### config.mk
export PLATFORM = sky130hd
export DESIGN_NAME = alarm_clock12
export DESIGN_NICKNAME = d
export VERILOG_FILES = /design/src/rtl/clkal_pkg.sv /design/src/rtl/cadence_div.sv /design/src/rtl/mode_ctrl.sv /design/src/rtl/time_core.sv /design/src/rtl/alarm_store.sv /design/src/rtl/alarm_clock12.sv
export SDC_FILE = /design/constraint.sdc
export NUM_CORES = 1
export LEC_CHECK = 0
export ABC_AREA = 1
export BUFFER_PORTS_ARGS = -buffer_cell sky130_fd_sc_hd__buf_4
export CAP_MARGIN = 5
export CORE_MARGIN = 3
export CORE_UTILIZATION = 62
export DETAILED_ROUTE_END_ITERATION = 8
export HOLD_SLACK_MARGIN = 0.05
export PLACE_DENSITY = 0.81
export SLEW_MARGIN = 10
export SYNTH_ARGS = -nofsm -noshare
export SYNTH_HDL_FRONTEND = slang
export SYNTH_HIERARCHICAL = 1
export SYNTH_SLANG_ARGS = --single-unit
### constraint.sdc
create_clock -name clk -period 3.2 [get_ports clk]
set_clock_uncertainty 0.1 [all_clocks]
set_input_delay 0.64 -clock clk [delete_from_list [all_inputs] [get_ports clk]]
set_output_delay 0.64 -clock clk [all_outputs]
set_load 0.05 [all_outputs]
### src/rtl/clkal_pkg.sv
package clkal_pkg;
  localparam int HR_W = 4;
  localparam int MS_W = 6;

  typedef enum logic [1:0] {
    MODE_RUN = 2'd0,
    MODE_SET = 2'd1,
    MODE_ALM = 2'd2
  } clk_mode_e;

  function automatic logic [HR_W-1:0] hour_step(input logic [HR_W-1:0] h);
    return (h == HR_W'(12)) ? HR_W'(1) : h + HR_W'(1);
  endfunction

  function automatic logic hour_flips_pm(input logic [HR_W-1:0] h);
    return h == HR_W'(11);
  endfunction

  function automatic logic [MS_W-1:0] sixty_step(input logic [MS_W-1:0] v);
    return (v == MS_W'(59)) ? '0 : v + MS_W'(1);
  endfunction
endpackage

### src/rtl/cadence_div.sv
module cadence_div #(
  parameter int DIV = 50_000_000
) (
  input  logic clk,
  input  logic rst,
  output logic tick
);
  localparam int CW = (DIV > 1) ? $clog2(DIV) : 1;
  localparam logic [CW-1:0] LAST = CW'(DIV - 1);

  logic [CW-1:0] cnt_q;

  assign tick = (cnt_q == LAST);

  always_ff @(posedge clk) begin
    if (rst)       cnt_q <= '0;
    else if (tick) cnt_q <= '0;
    else           cnt_q <= cnt_q + CW'(1);
  end


  tick_wrap_chk: assert property (@(posedge clk) disable iff (rst)
    tick |=> (cnt_q == '0));
endmodule

### src/rtl/mode_ctrl.sv
module mode_ctrl
  import clkal_pkg::*;
(
  input  logic      clk,
  input  logic      rst,
  input  logic      set_tgl,
  input  logic      alm_tgl,
  output clk_mode_e mode
);
  clk_mode_e mode_q, mode_d;

  always_comb begin
    mode_d = mode_q;
    if (set_tgl && mode_q != MODE_ALM)
      mode_d = (mode_q == MODE_SET) ? MODE_RUN : MODE_SET;
    else if (alm_tgl && mode_q != MODE_SET)
      mode_d = (mode_q == MODE_ALM) ? MODE_RUN : MODE_ALM;
  end

  always_ff @(posedge clk) begin
    if (rst) mode_q <= MODE_RUN;
    else     mode_q <= mode_d;
  end

  assign mode = mode_q;


  mode_path_chk: assert property (@(posedge clk) disable iff (rst)
    (mode_q == MODE_SET) |=> (mode_q != MODE_ALM));
endmodule

### src/rtl/time_core.sv
module time_core
  import clkal_pkg::*;
(
  input  logic            clk,
  input  logic            rst,
  input  logic            sec_tick,
  input  logic            half_tick,
  input  clk_mode_e       mode,
  input  logic            hr_btn,
  input  logic            min_btn,
  output logic [HR_W-1:0] hr,
  output logic [MS_W-1:0] mn,
  output logic [MS_W-1:0] sc,
  output logic            pm
);
  logic [HR_W-1:0] hr_q;
  logic [MS_W-1:0] mn_q, sc_q;
  logic            pm_q;

  always_ff @(posedge clk) begin
    if (rst) begin
      hr_q <= HR_W'(12);
      mn_q <= '0;
      sc_q <= '0;
      pm_q <= 1'b0;
    end else if (mode == MODE_SET) begin
      if (half_tick && hr_btn) begin
        hr_q <= hour_step(hr_q);
        if (hour_flips_pm(hr_q)) pm_q <= ~pm_q;
      end
      if (half_tick && min_btn) mn_q <= sixty_step(mn_q);
    end else if (sec_tick) begin
      sc_q <= sixty_step(sc_q);
      if (sc_q == MS_W'(59)) begin
        mn_q <= sixty_step(mn_q);
        if (mn_q == MS_W'(59)) begin
          hr_q <= hour_step(hr_q);
          if (hour_flips_pm(hr_q)) pm_q <= ~pm_q;
        end
      end
    end
  end

  assign hr = hr_q;
  assign mn = mn_q;
  assign sc = sc_q;
  assign pm = pm_q;


  sec_range_chk: assert property (@(posedge clk) disable iff (rst)
    sc_q <= MS_W'(59));

  hr_range_chk: assert property (@(posedge clk) disable iff (rst)
    (hr_q >= HR_W'(1)) && (hr_q <= HR_W'(12)));

  pm_flip_chk: assert property (@(posedge clk) disable iff (rst)
    (pm_q != $past(pm_q)) |-> (hr_q == HR_W'(12)));
endmodule

### src/rtl/alarm_store.sv
module alarm_store
  import clkal_pkg::*;
(
  input  logic            clk,
  input  logic            rst,
  input  logic            half_tick,
  input  clk_mode_e       mode,
  input  logic            hr_btn,
  input  logic            min_btn,
  output logic [HR_W-1:0] a_hr,
  output logic [MS_W-1:0] a_mn,
  output logic            a_pm
);
  logic [HR_W-1:0] hr_q;
  logic [MS_W-1:0] mn_q;
  logic            pm_q;
  logic            edit;

  assign edit = (mode == MODE_ALM) && half_tick;

  always_ff @(posedge clk) begin
    if (rst) begin
      hr_q <= HR_W'(12);
      mn_q <= '0;
      pm_q <= 1'b0;
    end else begin
      if (edit && hr_btn) begin
        hr_q <= hour_step(hr_q);
        if (hour_flips_pm(hr_q)) pm_q <= ~pm_q;
      end
      if (edit && min_btn) mn_q <= sixty_step(mn_q);
    end
  end

  assign a_hr = hr_q;
  assign a_mn = mn_q;
  assign a_pm = pm_q;


  alarm_idle_chk: assert property (@(posedge clk) disable iff (rst)
    (mode != MODE_ALM) |=> ($stable(hr_q) && $stable(mn_q) && $stable(pm_q)));
endmodule

### src/rtl/alarm_clock12.sv
module alarm_clock12
  import clkal_pkg::*;
#(
  parameter int SEC_DIV  = 50_000_000,
  parameter int HALF_DIV = 25_000_000
) (
  input  logic            clk,
  input  logic            rst,
  input  logic            set_tgl,
  input  logic            alm_tgl,
  input  logic            hr_btn,
  input  logic            min_btn,
  output logic [HR_W-1:0] disp_hr,
  output logic [MS_W-1:0] disp_min,
  output logic [MS_W-1:0] disp_sec,
  output logic            disp_pm,
  output logic            show_alarm,
  output logic            buzz
);
  localparam int N_DIV = 2;
  localparam int DIVS [N_DIV] = '{SEC_DIV, HALF_DIV};

  logic [N_DIV-1:0] ticks;
  logic             sec_tick, half_tick;
  clk_mode_e        mode;
  logic [HR_W-1:0]  t_hr, a_hr;
  logic [MS_W-1:0]  t_mn, t_sc, a_mn;
  logic             t_pm, a_pm;

  for (genvar g = 0; g < N_DIV; g++) begin : g_div
    cadence_div #(.DIV(DIVS[g])) div_i (
      .clk(clk), .rst(rst), .tick(ticks[g])
    );
  end

  assign sec_tick  = ticks[0];
  assign half_tick = ticks[1];

  mode_ctrl mode_i (
    .clk(clk), .rst(rst), .set_tgl(set_tgl), .alm_tgl(alm_tgl), .mode(mode)
  );

  time_core time_i (
    .clk(clk), .rst(rst), .sec_tick(sec_tick), .half_tick(half_tick),
    .mode(mode), .hr_btn(hr_btn), .min_btn(min_btn),
    .hr(t_hr), .mn(t_mn), .sc(t_sc), .pm(t_pm)
  );

  alarm_store alarm_i (
    .clk(clk), .rst(rst), .half_tick(half_tick), .mode(mode),
    .hr_btn(hr_btn), .min_btn(min_btn),
    .a_hr(a_hr), .a_mn(a_mn), .a_pm(a_pm)
  );

  always_comb begin
    show_alarm = (mode == MODE_ALM);
    if (show_alarm) begin
      disp_hr  = a_hr;
      disp_min = a_mn;
      disp_sec = '0;
      disp_pm  = a_pm;
    end else begin
      disp_hr  = t_hr;
      disp_min = t_mn;
      disp_sec = t_sc;
      disp_pm  = t_pm;
    end
    buzz = (mode == MODE_RUN) && (t_hr == a_hr) && (t_mn == a_mn) && (t_pm == a_pm);
  end


  buzz_mask_chk: assert property (@(posedge clk) disable iff (rst)
    buzz |-> (mode == MODE_RUN));

  set_freeze_chk: assert property (@(posedge clk) disable iff (rst)
    (mode == MODE_SET) |=> $stable(t_sc));
endmodule

== Word level (Yosys, flattened, before mapping) ==
Cells that the tools add are included.

* Logic and storage cells: 87
* Latch bits: 0
* Bits in read-only memories: 0
* Bits in writable memories: 0
* Register bits after elaboration: 81
* Memories kept: 0

* Equality and inequality tests: 18
* Bitwise gates (word level): 3
* Reductions and logical operators: 21
* Order comparisons: 0
* Shifts and indexed selects: 0
* Mux-type cells: 28
* Multipliers: 0
* $add $sub $neg: 7
* Divide/modulo/power cells: 0

{| class="wikitable"
|+ Operator list
! cell !! number
|-
| $mux 6 || 9
|-
| $mux 4 || 8
|-
| $add 26x1->26 const B || 1
|-
| $eq 26x26->1 const B || 1
|-
| $add 25x1->25 const B || 1
|-
| $eq 25x25->1 const B || 1
|-
| $add 6x1->6 const B || 3
|-
| $eq 6x6->1 const B || 3
|-
| $eq 4x4->1 const B || 4
|-
| $logic_and 1x1->1 || 10
|-
| $add 4x1->4 const B || 2
|-
| $mux 1 || 8
|-
| $reduce_bool 2->1 || 4
|-
| $eq 6x6->1 || 1
|-
| $mux 2 || 3
|-
| $ne 2x1->1 const B || 3
|-
| $eq 4x4->1 || 1
|-
| $reduce_and 2->1 || 2
|-
| $reduce_and 4->1 || 1
|-
| $reduce_or 2->1 || 2
|-
| $not 1->1 || 3
|-
| $reduce_and 3->1 || 1
|-
| $eq 2x1->1 const B || 1
|-
| $eq 2x2->1 const B || 1
|-
| other kinds (3) || 3
|}

== Longest topological paths before layout ==
* Depth after elaboration: 6
* Mapped depth: 14

== Cells and area by module ==
Netlist, hierarchy kept.

{| class="wikitable"
|+ Modules (own cells, without submodules)
! module !! area an instance (µm²) !! instances !! cells each
|-
| cadence_div at g_div[0].div_i || 1415.1 || 1 || 219
|-
| cadence_div at g_div[1].div_i || 1378.8 || 1 || 207
|-
| time_core || 1031.0 || 1 || 136
|-
| alarm_store || 560.5 || 1 || 76
|-
| alarm_clock12 || 432.9 || 1 || 96
|-
| mode_ctrl || 101.3 || 1 || 17
|}

== Least setup slack after synthesis ==
No wires, ideal clock.

* Kind: reg-to-output
* Start point: register mode_i.mode_q[0] (netlist: mode_i/mode[0])
* End point: output port disp_hr[2]
* Path buffers: 1
* Cell stages (with the launch flop): 4
* Data arrival time: 1820 ps
* Path slack: 640 ps
* Cell sequence: dfxtp_1 -> nor2_4 -> buf_6 -> o21ai_0

* Word-level cells in the longest chain between the ends: 2

{| class="wikitable"
|+ RTL lines
! item !! line !! source
|-
| start, declared || mode_ctrl.sv:10 || <nowiki>clk_mode_e mode_q, mode_d;</nowiki>
|-
| start signal, assigned || mode_ctrl.sv:22 || <nowiki>else mode_q <= mode_d;</nowiki>
|-
| $eq 2x2->1 || alarm_clock12.sv:56 || <nowiki>show_alarm = (mode == MODE_ALM);</nowiki>
|-
| $mux 4 || alarm_clock12.sv:57 || <nowiki>if (show_alarm) begin</nowiki>
|-
| end, declared || alarm_clock12.sv:13 || <nowiki>output logic [HR_W-1:0] disp_hr,</nowiki>
|}

Every way passes these cells.

== Worst setup path after layout ==
* Start point: register mode_i.mode_q[1] (netlist: mode_i/mode[1])
* End point: output port disp_min[0]

* Word-level cells in the longest chain between the ends: 2

{| class="wikitable"
|+ RTL lines
! item !! line !! source
|-
| $eq 2x2->1 || alarm_clock12.sv:56 ||
|-
| $mux 6 || alarm_clock12.sv:57 ||
|-
| end, declared || alarm_clock12.sv:14 || <nowiki>output logic [MS_W-1:0] disp_min,</nowiki>
|}

Every way passes these cells.

==> key figures <==
Run status
  – Status: completed

Synthesis
  – Register bit total from synthesis: 81
  – Ys Warns: 6
  – Average size of a mapped cell: ~6.6 um2
  – Synth area leader: dfxtp_1
  – Largest cells by area after synthesis: dfxtp_1, nand2_1, nor2_1
  – Syn Std Cell Area: 0.004920 mm2
  – Seq/Total Area, Yosys: between 30% and 40%
  – Syn_nets: 766
  – Top cell type's share of synthesized area: about a third
  – Post-Synthesis Cells: ~750
  – Synth unique cells: 36

Worst setup path
  – Critical path data arrival time: roughly 2 ns
  – Startpoint Class: flip-flop
  – FF-to-FF path depth: 10
  – WS Path Type: flip-flop to output port
  – CP max FO: 26
  – CP endpoint kind: output port
  – Worst endpoint required time: between 2 and 2.5 ns

Worst hold path
  – Worst hold path type: flip-flop to flip-flop
  – Hold Crit Depth: 1

Clock network
  – H-tree depth: 3
  – Clk sinks: 81
  – CTS tree: built
  – Hold-fix buffers at CTS: 0
  – Worst skew pair latency: ~0.36 ns
  – Reg clk slew, reported paths: approximately 0.09 ns
  – Root buffer cell: clkbuf_8
  – CTS Buf Count: 9
  – Post-cts sizing count: 0
  – Postcts setup bufs: 0
  – Clock Path Buffers: 2

Power
  – Sw Ratio: between 20 and 25%
  – Leak Pwr: 2.097 nW
  – IR drop worst, VDD: ~320 uV
  – Seq pwr share: between 50% and 60%
  – PD cells: roughly 350 mW/mm2
  – Sw Pwr: 463.3 uW
  – Final Power: between 1.5 and 2 mW
  – Internal: approximately 1.4 mW
  – Clock Power Share: approximately two fifths
  – Comb pwr share: 5.0%

Global routing
  – GRT Total Usage: 25.19%
  – Initial antenna violation count: 0
  – Pin count of the biggest net entering global routing: 27
  – GRT overflow: 0
  – Vias in the first global route: roughly 4200
  – First-pass GRT wire length: around 18000 um

Timing
  – Final hold violation count: 0
  – Finish-stage setup viols: 0
  – Setup_tns: 0 ns
  – Final period util: 84.44%
  – Worst Max-Slew Pin Slew: 0.6268 ns
  – RSZ-0062 raised after global routing: no
  – Fin crit period: 2.702 ns
  – Max Clock Freq: 0.3701 GHz
  – Hold_ws: roughly 0.36 ns
  – Final worst slack: between 0.4 and 0.5 ns
  – Slew Viols, Final: 0
  – Normalized max-slew margin: roughly three fifths

Detailed routing
  – Final WL: approximately 11000 um
  – 1st-iter DRT viols: ~250
  – DRC viols: 0
  – Routed WL per cell: about 12 um
  – Via/cell ratio: ~5.3
  – Drt pass-1 iters: 5
  – DRT antenna net count: 0
  – DR vias: 4655

Placement
  – Number of port buffers: 24
  – DP Worst Slack: around 0.78 ns
  – HPWL after detailed placement: 7960 um
  – Placer Congestion: 0.8832

Layout
  – Antenna diodes: 0
  – Filler Cell Count: approximately 620
  – Multi-input gate area: between 0.002 and 0.003 mm2
  – Fraction of layout cells with a size suffix above 1: between 10% and 20%
  – Layout area overhead: 8.418%
  – Fin nets: approximately 800
  – Reg area: ~0.0016 mm2

Flow run
  – Maximum capacitance violations: 0

Die
  – Rows: 31
  – Starting density of the core: between 60% and 70%
  – Top Ports: 25
  – Die width: between 90 and 100 um
  – Die area: between 0.009 and 0.01 mm2
  – Core area: ~0.0075 mm2
  – Chip Height: between 90 and 100 um
## state kept, by name (all words and copies together) (netlist names)
| register | count |
|---|---|
| mode_i/mode | 2 |
| alarm_i/a_pm | 1 |
| alarm_i/a_hr | 4 |
| time_i/pm | 1 |
| time_i/sc | 6 |
| time_i/mn | 6 |
| alarm_i/a_mn | 6 |
| g_div.div_i/cnt_q | 51 |
| time_i/hr | 4 |
## Yosys cell counts
library cell / count
dfxtp_1: 81
o21ai_1: 7
nor2_4: 10
o21ai_0: 11
nand3_2: 5
nand2_1: 188
nand4_2: 1
nand2_2: 16
buf_6: 5
a21oi_1: 36
nand3_1: 58
buf_8: 2
nor3_1: 4
nor4_1: 2
or2_2: 2
inv_4: 1
nand2_4: 2
o211ai_1: 1
o22ai_4: 1
or2_0: 1
a31oi_1: 1
nor2_1: 133
nor2_2: 8
xor2_1: 12
nand4_1: 14
xnor2_1: 21
inv_2: 4
nand2_8: 1
nor3_2: 3
o21ai_2: 3
nand3b_1: 1
a21oi_2: 2
ha_1: 9
nor3b_1: 1
inv_1: 103
buf_4: 1
## path summary, 6_finish.rpt
check	from	slack, ns	endpoint
worst max-delay path	mode_i/mode[1]	0.50	disp_min[0]
worst min-delay path	g_div[1].div_i/cnt_q[0]	0.36	g_div[1].div_i/cnt_q[0]
worst max register to register	g_div[1].div_i/cnt_q[0]	0.77	alarm_i/a_pm
worst min register to register	g_div[1].div_i/cnt_q[0]	0.36	g_div[1].div_i/cnt_q[0]
## layout make-up
| cell class | instances | share of cell area (%) |
|---|---|---|
| Clock buffer | 10 | 2.393 |
| Clock inverter | 6 | 1.290 |
| Inverter | 108 | 7.647 |
| Multi-Input combinational cell | 554 | 52.43 |
| Sequential cell | 81 | 30.40 |
| Tap cell | 99 | 2.322 |
| Timing Repair Buffer | 25 | 3.519 |
## worst max-delay path: stages, from the launching register on
cell and delay (ns):
dfxtp_1 0.48, inv_2 0.09, nor2_4 0.50, inv_1 0.20, nand2_1 0.10, nand2_1 0.05
buf_4 0.18
## per-layer routing
layer	up-vias	track usage [%]	share of wire (%)
met1	2114	32.14	45
li1	2397	-	-
met2	125	42.62	47
met4	0	11.06	2.5
met3	19	3.078	5.0
met5	-	0	0
## cells in the final DEF, fill, tap and decap left out, types with 3 or more instances in the layout
cell type  instances
ha_1               9
nor2_4            10
nor2_1           133
nand3_1           58
xnor2_1           21
clkbuf_8           9
nor3_2             3
o21ai_1            7
nand2_2           16
nor3_1             4
nand2_1          188
nand4_1           14
nor2_2             8
inv_1            103
buf_4             25
a21oi_1           36
inv_2              4
nand3_2            5
o21ai_2            3
o21ai_0           11
clkinv_4           3
xor2_1            12
dfxtp_1           81
## metrics by stage
stage                     utilization, %  cells  instance area [um2]
final                              71.25    883                 5334
after detailed placement           68.63    867                 5137
after floorplan                        -    751                 4920
after global placement             68.63    867                 5137
after CTS                          71.25    883                 5334
after global routing               71.25    883                 5334
## logic make-up (layout without fill, tap and decap cells)
kind of cell	count (synthesis)	in the layout	synth area share (%)
adder cells (fa/ha/maj)	9	9	2.289
buffers and inverters	116	149	10.20
AND/OR/NAND/NOR	450	450	41.61
XOR/XNOR	33	33	5.875
flip-flops	81	81	32.96
AO/OA/AOI/OAI	62	62	7.070
## power by group through the flow
| stage | clock [mW] | combinational, mW | sequential [mW] |
|---|---|---|---|
| 2_1_floorplan | 0 | 0.0770 | 1.05 |
| 3_3_place_gp | 0 | 0.0913 | 1.05 |
| 3_5_place_dp | 0 | 0.0943 | 1.05 |
| 4_1_cts | 0.760 | 0.0947 | 1.02 |
| 5_1_grt | 0.801 | 0.105 | 1.03 |
| 6_report | 0.751 | 0.0944 | 1.02 |
(Power assumes the default switching activity.)
